`src/rtl/loadAlignPkg.sv`:
```
package loadAlignPkg;
  parameter int LAM_WAYS   = 4;
  parameter int LAM_BYPASS = 2;
  parameter int LAM_BYTES  = 8;
  localparam int LAM_SRCS   = LAM_WAYS + LAM_BYPASS;
  localparam int LAM_WORD_W = LAM_BYTES * 8;
  localparam int OFF_W      = $clog2(LAM_BYTES);
  localparam int SIZE_W     = $clog2(OFF_W + 1);

  typedef struct packed {
    logic                load;
    logic [LAM_SRCS-1:0] srcSel;
    logic [OFF_W-1:0]    rotAmt;
    logic [OFF_W-1:0]    lastByte;
    logic                bigEndian;
    logic                signExt;
    logic                misalign;
  } lamStrobes_t;
endpackage

```
`src/rtl/lamCtrl.sv`:
```
module lamCtrl
  import loadAlignPkg::*;
(
  input  logic                  clk,
  input  logic                  rstN,
  input  logic                  reqValid,
  input  logic [LAM_WAYS-1:0]   wayHit,
  input  logic [LAM_BYPASS-1:0] bypassSel,
  input  logic [OFF_W-1:0]      byteOffset,
  input  logic [SIZE_W-1:0]     accSize,
  input  logic                  signedLoad,
  input  logic                  bigEndian,
  output lamStrobes_t           strobe
);
  logic [OFF_W:0]        nBytes;
  logic [OFF_W:0]        endPos;
  logic [LAM_SRCS-1:0]   srcPick;
  logic                  bypassAny;

  // priority: lowest-numbered bypass first, then the way hit vector
  always_comb begin
    srcPick   = '0;
    bypassAny = 1'b0;
    for (int b = 0; b < LAM_BYPASS; b++) begin
      if (bypassSel[b] && !bypassAny) begin
        srcPick[LAM_WAYS + b] = 1'b1;
        bypassAny             = 1'b1;
      end
    end
    if (!bypassAny) srcPick[LAM_WAYS-1:0] = wayHit;
  end

  assign nBytes = (OFF_W+1)'(1) << accSize;
  assign endPos = {1'b0, byteOffset} + nBytes;

  always_comb begin
    strobe.load      = reqValid;
    strobe.srcSel    = srcPick;
    strobe.rotAmt    = byteOffset;
    strobe.lastByte  = OFF_W'(nBytes - (OFF_W+1)'(1));
    strobe.bigEndian = bigEndian;
    strobe.signExt   = signedLoad;
    strobe.misalign  = endPos > (OFF_W+1)'(LAM_BYTES);
  end

  AST_BYPASS0_WINS: assert property (@(posedge clk) disable iff (!rstN)
    bypassSel[0] |-> strobe.srcSel == (LAM_SRCS'(1) << LAM_WAYS));
  AST_SRC_ONEHOT: assert property (@(posedge clk) disable iff (!rstN)
    $onehot0(wayHit) |-> $onehot0(strobe.srcSel));
  AST_FULL_WORD_OFFSET: assert property (@(posedge clk) disable iff (!rstN)
    (accSize == SIZE_W'(OFF_W) && byteOffset != '0) |-> strobe.misalign);
endmodule

```
`src/rtl/lamData.sv`:
```
module lamData
  import loadAlignPkg::*;
(
  input  logic                                  clk,
  input  logic                                  rstN,
  input  lamStrobes_t                           strobe,
  input  logic [LAM_WAYS-1:0][LAM_WORD_W-1:0]   wayData,
  input  logic [LAM_BYPASS-1:0][LAM_WORD_W-1:0] bypassData,
  output logic                                  rspValid,
  output logic [LAM_WORD_W-1:0]                 rspData,
  output logic                                  rspMisalign
);
  logic [LAM_SRCS-1:0][LAM_WORD_W-1:0] srcWord;
  logic [LAM_WORD_W-1:0]               selWord;
  logic [LAM_BYTES-1:0][7:0]           selBytes;
  logic [LAM_BYTES-1:0][7:0]           rotBytes;
  logic [LAM_BYTES-1:0][7:0]           ordBytes;
  logic [LAM_BYTES-1:0][7:0]           extBytes;
  logic                                signBit;

  genvar g;
  generate
    for (g = 0; g < LAM_WAYS; g++) begin : gWaySrc
      assign srcWord[g] = wayData[g];
    end
    for (g = 0; g < LAM_BYPASS; g++) begin : gBypSrc
      assign srcWord[LAM_WAYS + g] = bypassData[g];
    end
  endgenerate

  // stage 1: AND-OR source choice
  always_comb begin
    selWord = '0;
    for (int s = 0; s < LAM_SRCS; s++)
      selWord |= srcWord[s] & {LAM_WORD_W{strobe.srcSel[s]}};
  end
  assign selBytes = selWord;

  // stage 4 sign source
  assign signBit = strobe.signExt & ordBytes[strobe.lastByte][7];

  generate
    for (g = 0; g < LAM_BYTES; g++) begin : gByte
      localparam logic [OFF_W-1:0] POS = OFF_W'(g);
      logic inField;
      assign inField     = POS <= strobe.lastByte;
      // stage 2: rotate the addressed byte down
      assign rotBytes[g] = selBytes[POS + strobe.rotAmt];
      // stage 3: reverse only within the field
      assign ordBytes[g] = (strobe.bigEndian && inField)
                           ? rotBytes[strobe.lastByte - POS] : rotBytes[g];
      // stage 4: extension fill
      assign extBytes[g] = inField ? ordBytes[g] : {8{signBit}};
    end
  endgenerate

  always_ff @(posedge clk) begin
    if (!rstN) begin
      rspValid    <= 1'b0;
      rspMisalign <= 1'b0;
      rspData     <= '0;
    end else begin
      rspValid    <= strobe.load;
      rspMisalign <= strobe.load & strobe.misalign;
      rspData     <= (strobe.load && !strobe.misalign) ? extBytes : '0;
    end
  end

  AST_RESP_FOLLOWS: assert property (@(posedge clk) disable iff (!rstN)
    strobe.load |=> rspValid);
  AST_IDLE_CLEAR: assert property (@(posedge clk) disable iff (!rstN)
    !strobe.load |=> (!rspValid && !rspMisalign && rspData == '0));
  AST_MISALIGN_ZERO: assert property (@(posedge clk) disable iff (!rstN)
    (strobe.load && strobe.misalign) |=> (rspMisalign && rspData == '0));
  AST_UNSIGNED_BYTE_HIGH: assert property (@(posedge clk) disable iff (!rstN)
    (strobe.load && !strobe.misalign && !strobe.signExt && strobe.lastByte == '0)
      |=> rspData[LAM_WORD_W-1:8] == '0);
endmodule

```
`src/rtl/loadAlignMux.sv`:
```
module loadAlignMux
  import loadAlignPkg::*;
(
  input  logic                                  clk,
  input  logic                                  rstN,
  input  logic                                  reqValid,
  input  logic [LAM_WAYS-1:0][LAM_WORD_W-1:0]   wayData,
  input  logic [LAM_BYPASS-1:0][LAM_WORD_W-1:0] bypassData,
  input  logic [LAM_WAYS-1:0]                   wayHit,
  input  logic [LAM_BYPASS-1:0]                 bypassSel,
  input  logic [OFF_W-1:0]                      byteOffset,
  input  logic [SIZE_W-1:0]                     accSize,
  input  logic                                  signedLoad,
  input  logic                                  bigEndian,
  output logic                                  rspValid,
  output logic [LAM_WORD_W-1:0]                 rspData,
  output logic                                  rspMisalign
);
  lamStrobes_t strobe;

  lamCtrl uCtrl (
    .clk        (clk),
    .rstN       (rstN),
    .reqValid   (reqValid),
    .wayHit     (wayHit),
    .bypassSel  (bypassSel),
    .byteOffset (byteOffset),
    .accSize    (accSize),
    .signedLoad (signedLoad),
    .bigEndian  (bigEndian),
    .strobe     (strobe)
  );

  lamData uData (
    .clk         (clk),
    .rstN        (rstN),
    .strobe      (strobe),
    .wayData     (wayData),
    .bypassData  (bypassData),
    .rspValid    (rspValid),
    .rspData     (rspData),
    .rspMisalign (rspMisalign)
  );

  AST_MISALIGN_NO_DATA: assert property (@(posedge clk) disable iff (!rstN)
    rspMisalign |-> rspData == '0);
endmodule

```
`config.mk`:
```
export PLATFORM = sky130hd
export DESIGN_NAME = loadAlignMux
export DESIGN_NICKNAME = d
export VERILOG_FILES = /design/src/rtl/loadAlignPkg.sv /design/src/rtl/lamCtrl.sv /design/src/rtl/lamData.sv /design/src/rtl/loadAlignMux.sv
export SDC_FILE = /design/constraint.sdc
export NUM_CORES = 1
export LEC_CHECK = 0
export ABC_AREA = 1
export BUFFER_PORTS_ARGS = -buffer_cell sky130_fd_sc_hd__buf_2
export CAP_MARGIN = 5
export CORE_AREA = 2 2 180 182
export DETAILED_ROUTE_END_ITERATION = 7
export DIE_AREA = 0 0 182 184
export PLACE_DENSITY_LB_ADDON = 0.3
export REMOVE_ABC_BUFFERS = 1
export SLEW_MARGIN = 20
export SYNTH_ARGS = -nofsm -noshare
export SYNTH_HDL_FRONTEND = slang
export SYNTH_SLANG_ARGS = --single-unit
```
`constraint.sdc`:
```
create_clock -name clk -period 3.92 [get_ports clk]
set_clock_uncertainty 0.2 [all_clocks]
set_input_delay 0.196 -clock clk [delete_from_list [all_inputs] [get_ports clk]]
set_output_delay 0.196 -clock clk [all_outputs]
set_load 0.02 [all_outputs]
```
==> results.cfg <==
[place]
portBuffers = 465
gp_congestion = 1.00
pre_cts_ws_ns = 0.349
dp_hpwl_um = 44900

[worst_hold_path]
worstHoldStart = bigEndian
whs_endpoint = uData.rspData[36]
hold_depth = 4
hold_class = input port to flip-flop

[critical_path]
cp.arrival_ns = 3.32
crit_slowest_cell = o21ai_0
startpoint_type = input port
crit_chain = buf_2, nor2_4, nand2_1, inv_2, buf_12, nand2_1, nand3_1, a211oi_1, nand2_1, o21ai_0, o21ai_0, o21ai_0, nand2_1, nand2_1, nand2_1, nand3_1, nand2_1, a21oi_1, a21oi_1
crit_path_max_incr_delay_ns = 0.53
critical_path_class = input port to flip-flop
cp_common_cell = nand2_1
cp_top_family = compound AO/OA/AOI/OAI gates
crit_fanout = 39
worst-path-buf-inv = 3
required_ns = 3.94
startpoint = bypassSel[1]
end_kind = flip-flop

[sta]
setup_violations = 0
hold_viol_final = 0
setup_ws_ns = 0.619
fin_crit_sh_pct = 84.2
relSlewSlack_pct = 42.7
whs_ns = 0.0608
period_minus_slack_ns = 3.30
rsz0062_at_grt = false
worstMarginPinSlew_ns = 0.857
slew_viol_final = 0
max_freq_mhz = 303

[power_and_ir_drop]
p_int_w = 0.00188
clkPwrFrac_pct = 23.4
powerDensity_mw_per_mm2 = 271
seqPwrFrac_pct = 20.3
leakagePower_nw = 7.11
power_frac_comb_pct = 56.3
ir_drop_mv = 0.242
p_switching_w = 0.00168
swShare_pct = 47.2

[floorplanning]
die_w_um = 182
rows = 65
fp.dieArea_mm2 = 0.0335
start_util_pct = 31.5
die_y_um = 184
num_io_pins = 466
core_mm2 = 0.0314

[detailed_routing]
vias = 15393
wl_per_cell_um = 20.2
antenna_left = 0
via_per_inst = 5.54
drt_iter0_drc = 1354
first_pass_iters = 8
routed_wl_um = 56200
post-route-drc-count = 8

[clocking]
htree_levels = 3
clk_path_buf_depth = 2
cts_buffers = 9
cts_root_buf = clkbuf_16
cts.sink_count = 66
cts_tree = done
path_clk_slew_ns = 0.06
post_cts_buffers = 0

[synth]
synth-simple-area-share_pct = 57.3
synth_enable_flop_cells = 0
yosysWarningCount = 0
yosysSeqAreaShare_pct = 13.4
synth_area_leaders = nand2_1, nand3_1, dfxtp_1, o21ai_0, a21oi_1
synthMuxAreaShare_pct = 0.101
ys.flop_type = dfxtp_1
synth_top_area_share_pct = 28.2
synth_area_mm2 = 0.00987
synth_top_family_by_area = simple AND/OR/NAND/NOR gates
synthAdderAreaFrac_pct = 1.85
async_reset_ff_share_pct = 0
yosys-top-cells-count = nand2_1, nand3_1, o21ai_0, a21oi_1, inv_1
synth_cells = 1960
ys_types = 38
yosys.area.top_type = nand2_1
synth_xor_area_share_pct = 0.266
post-synth-top-count-cell = nand2_1
synth_compound_area_share_pct = 17.4
syn_area_per_cell_um2 = 5.04
ys_ff_latch = 66

[final_layout]
final_nets = 2787
layout-drive-gt1-share_pct = 24.4
fill_cells = 3551
area_growth_pct = 32.9
multi_input_area_mm2 = 0.00760
regArea_mm2 = 0.00132

[run]
drv_cap = 0

[global_routing]
grt_pass1_wl_um = 84500
grt_overflow = 0
antenna_found_initial = 2
grtUsageTotal_pct = 32.7
grt_max_degree = 69
grt_pass1_vias = 14934

[run_status]
status = finished, violations left
violations = DRC
[worst max-delay path by stage]
stage / end / cells after the start
2_1_floorplan: uData.rspData[44] / 18
3_3_place_gp: uData.rspData[9] / 20
3_5_place_dp: uData.rspData[21] / 19
4_1_cts: uData.rspData[43] / 20
5_1_grt: uData.rspData[5] / 17
6_report: uData.rspData[13] / 19
[power by group through the flow]
stage               logic (W)  registers [W]  clock network, W
finish                0.00200       0.000723          0.000831
global route          0.00221       0.000726          0.000865
CTS                   0.00197       0.000723          0.000835
detailed placement    0.00196       0.000738                 0
global placement      0.00196       0.000738                 0
floorplan             0.00107       0.000782                 0
[metal layers]
| layer | global-route usage (%) | routed length, µm |
|---|---|---|
| met1 | 38.4 | 22400 |
| met3 | 3.74 | 3780 |
| met4 | 15.2 | 2670 |
| met5 | 0 | 0 |
| met2 | 59.5 | 27300 |
[sequential cells by signal (all words and copies together), names as in the netlist]
| signal | count |
|---|---|
| uData.rspValid | 1 |
| uData.rspData | 64 |
| uData.rspMisalign | 1 |
[placed cells by master, fill, tap and decap left out, types with 8 or more instances in the layout]
cell type  count
o21ai_0      130
o211ai_1       8
or2_2         14
nand4_1       12
nand2_1      741
buf_4         62
a211oi_1      16
buf_2        465
inv_1        100
buf_12         9
nor2_1        66
clkbuf_16      9
a31oi_1       10
dfxtp_1       66
ha_1          12
a21oi_1      126
nand3_1      459
nor3_1        12
[timing repair]
| item | in CTS | in global routing |
|---|---|---|
| endpoints found under the hold margin | 2 | 0 |
| resized for setup | 0 | 0 |
| hold buffers | 2 | 0 |
[logic make-up (layout without fill, tap and decap cells)]
logic type / count (synthesis) / count (layout)
and+or+nand+nor: 1318 / 1318
AOI/OAI and AO/OA: 313 / 313
buffers and inverters: 245 / 663
DFF: 66 / 66
adders and majority gates: 14 / 14
xor gates and xnor gates: 3 / 3
muxes: 1 / 1
other: 0 / 1
[metrics by stage]
step	total power [W]	area [µm²]	cells	TNS [ns]	util [%]
after floorplan	0.00185	9320	1824	-132.37	-
after global placement	0.00270	12800	2762	0	40.8
after detailed placement	0.00270	12800	2762	0	40.8
after CTS	0.00353	13100	2780	0	41.8
after global routing	0.00380	13100	2781	0	41.8
final	0.00355	13100	2781	0	41.8
[final cells by class]
cell class	count	share of cell area [%]
Antenna cell	1	0.0191
Clock buffer	9	1.72
Clock inverter	7	0.534
Inverter	109	3.12
Multi-Input combinational cell	1649	57.9
Sequential cell	66	10.1
Tap cell	402	3.83
Timing Repair Buffer	538	22.8
No activity file was read; power rests on OpenSTA's default activity.
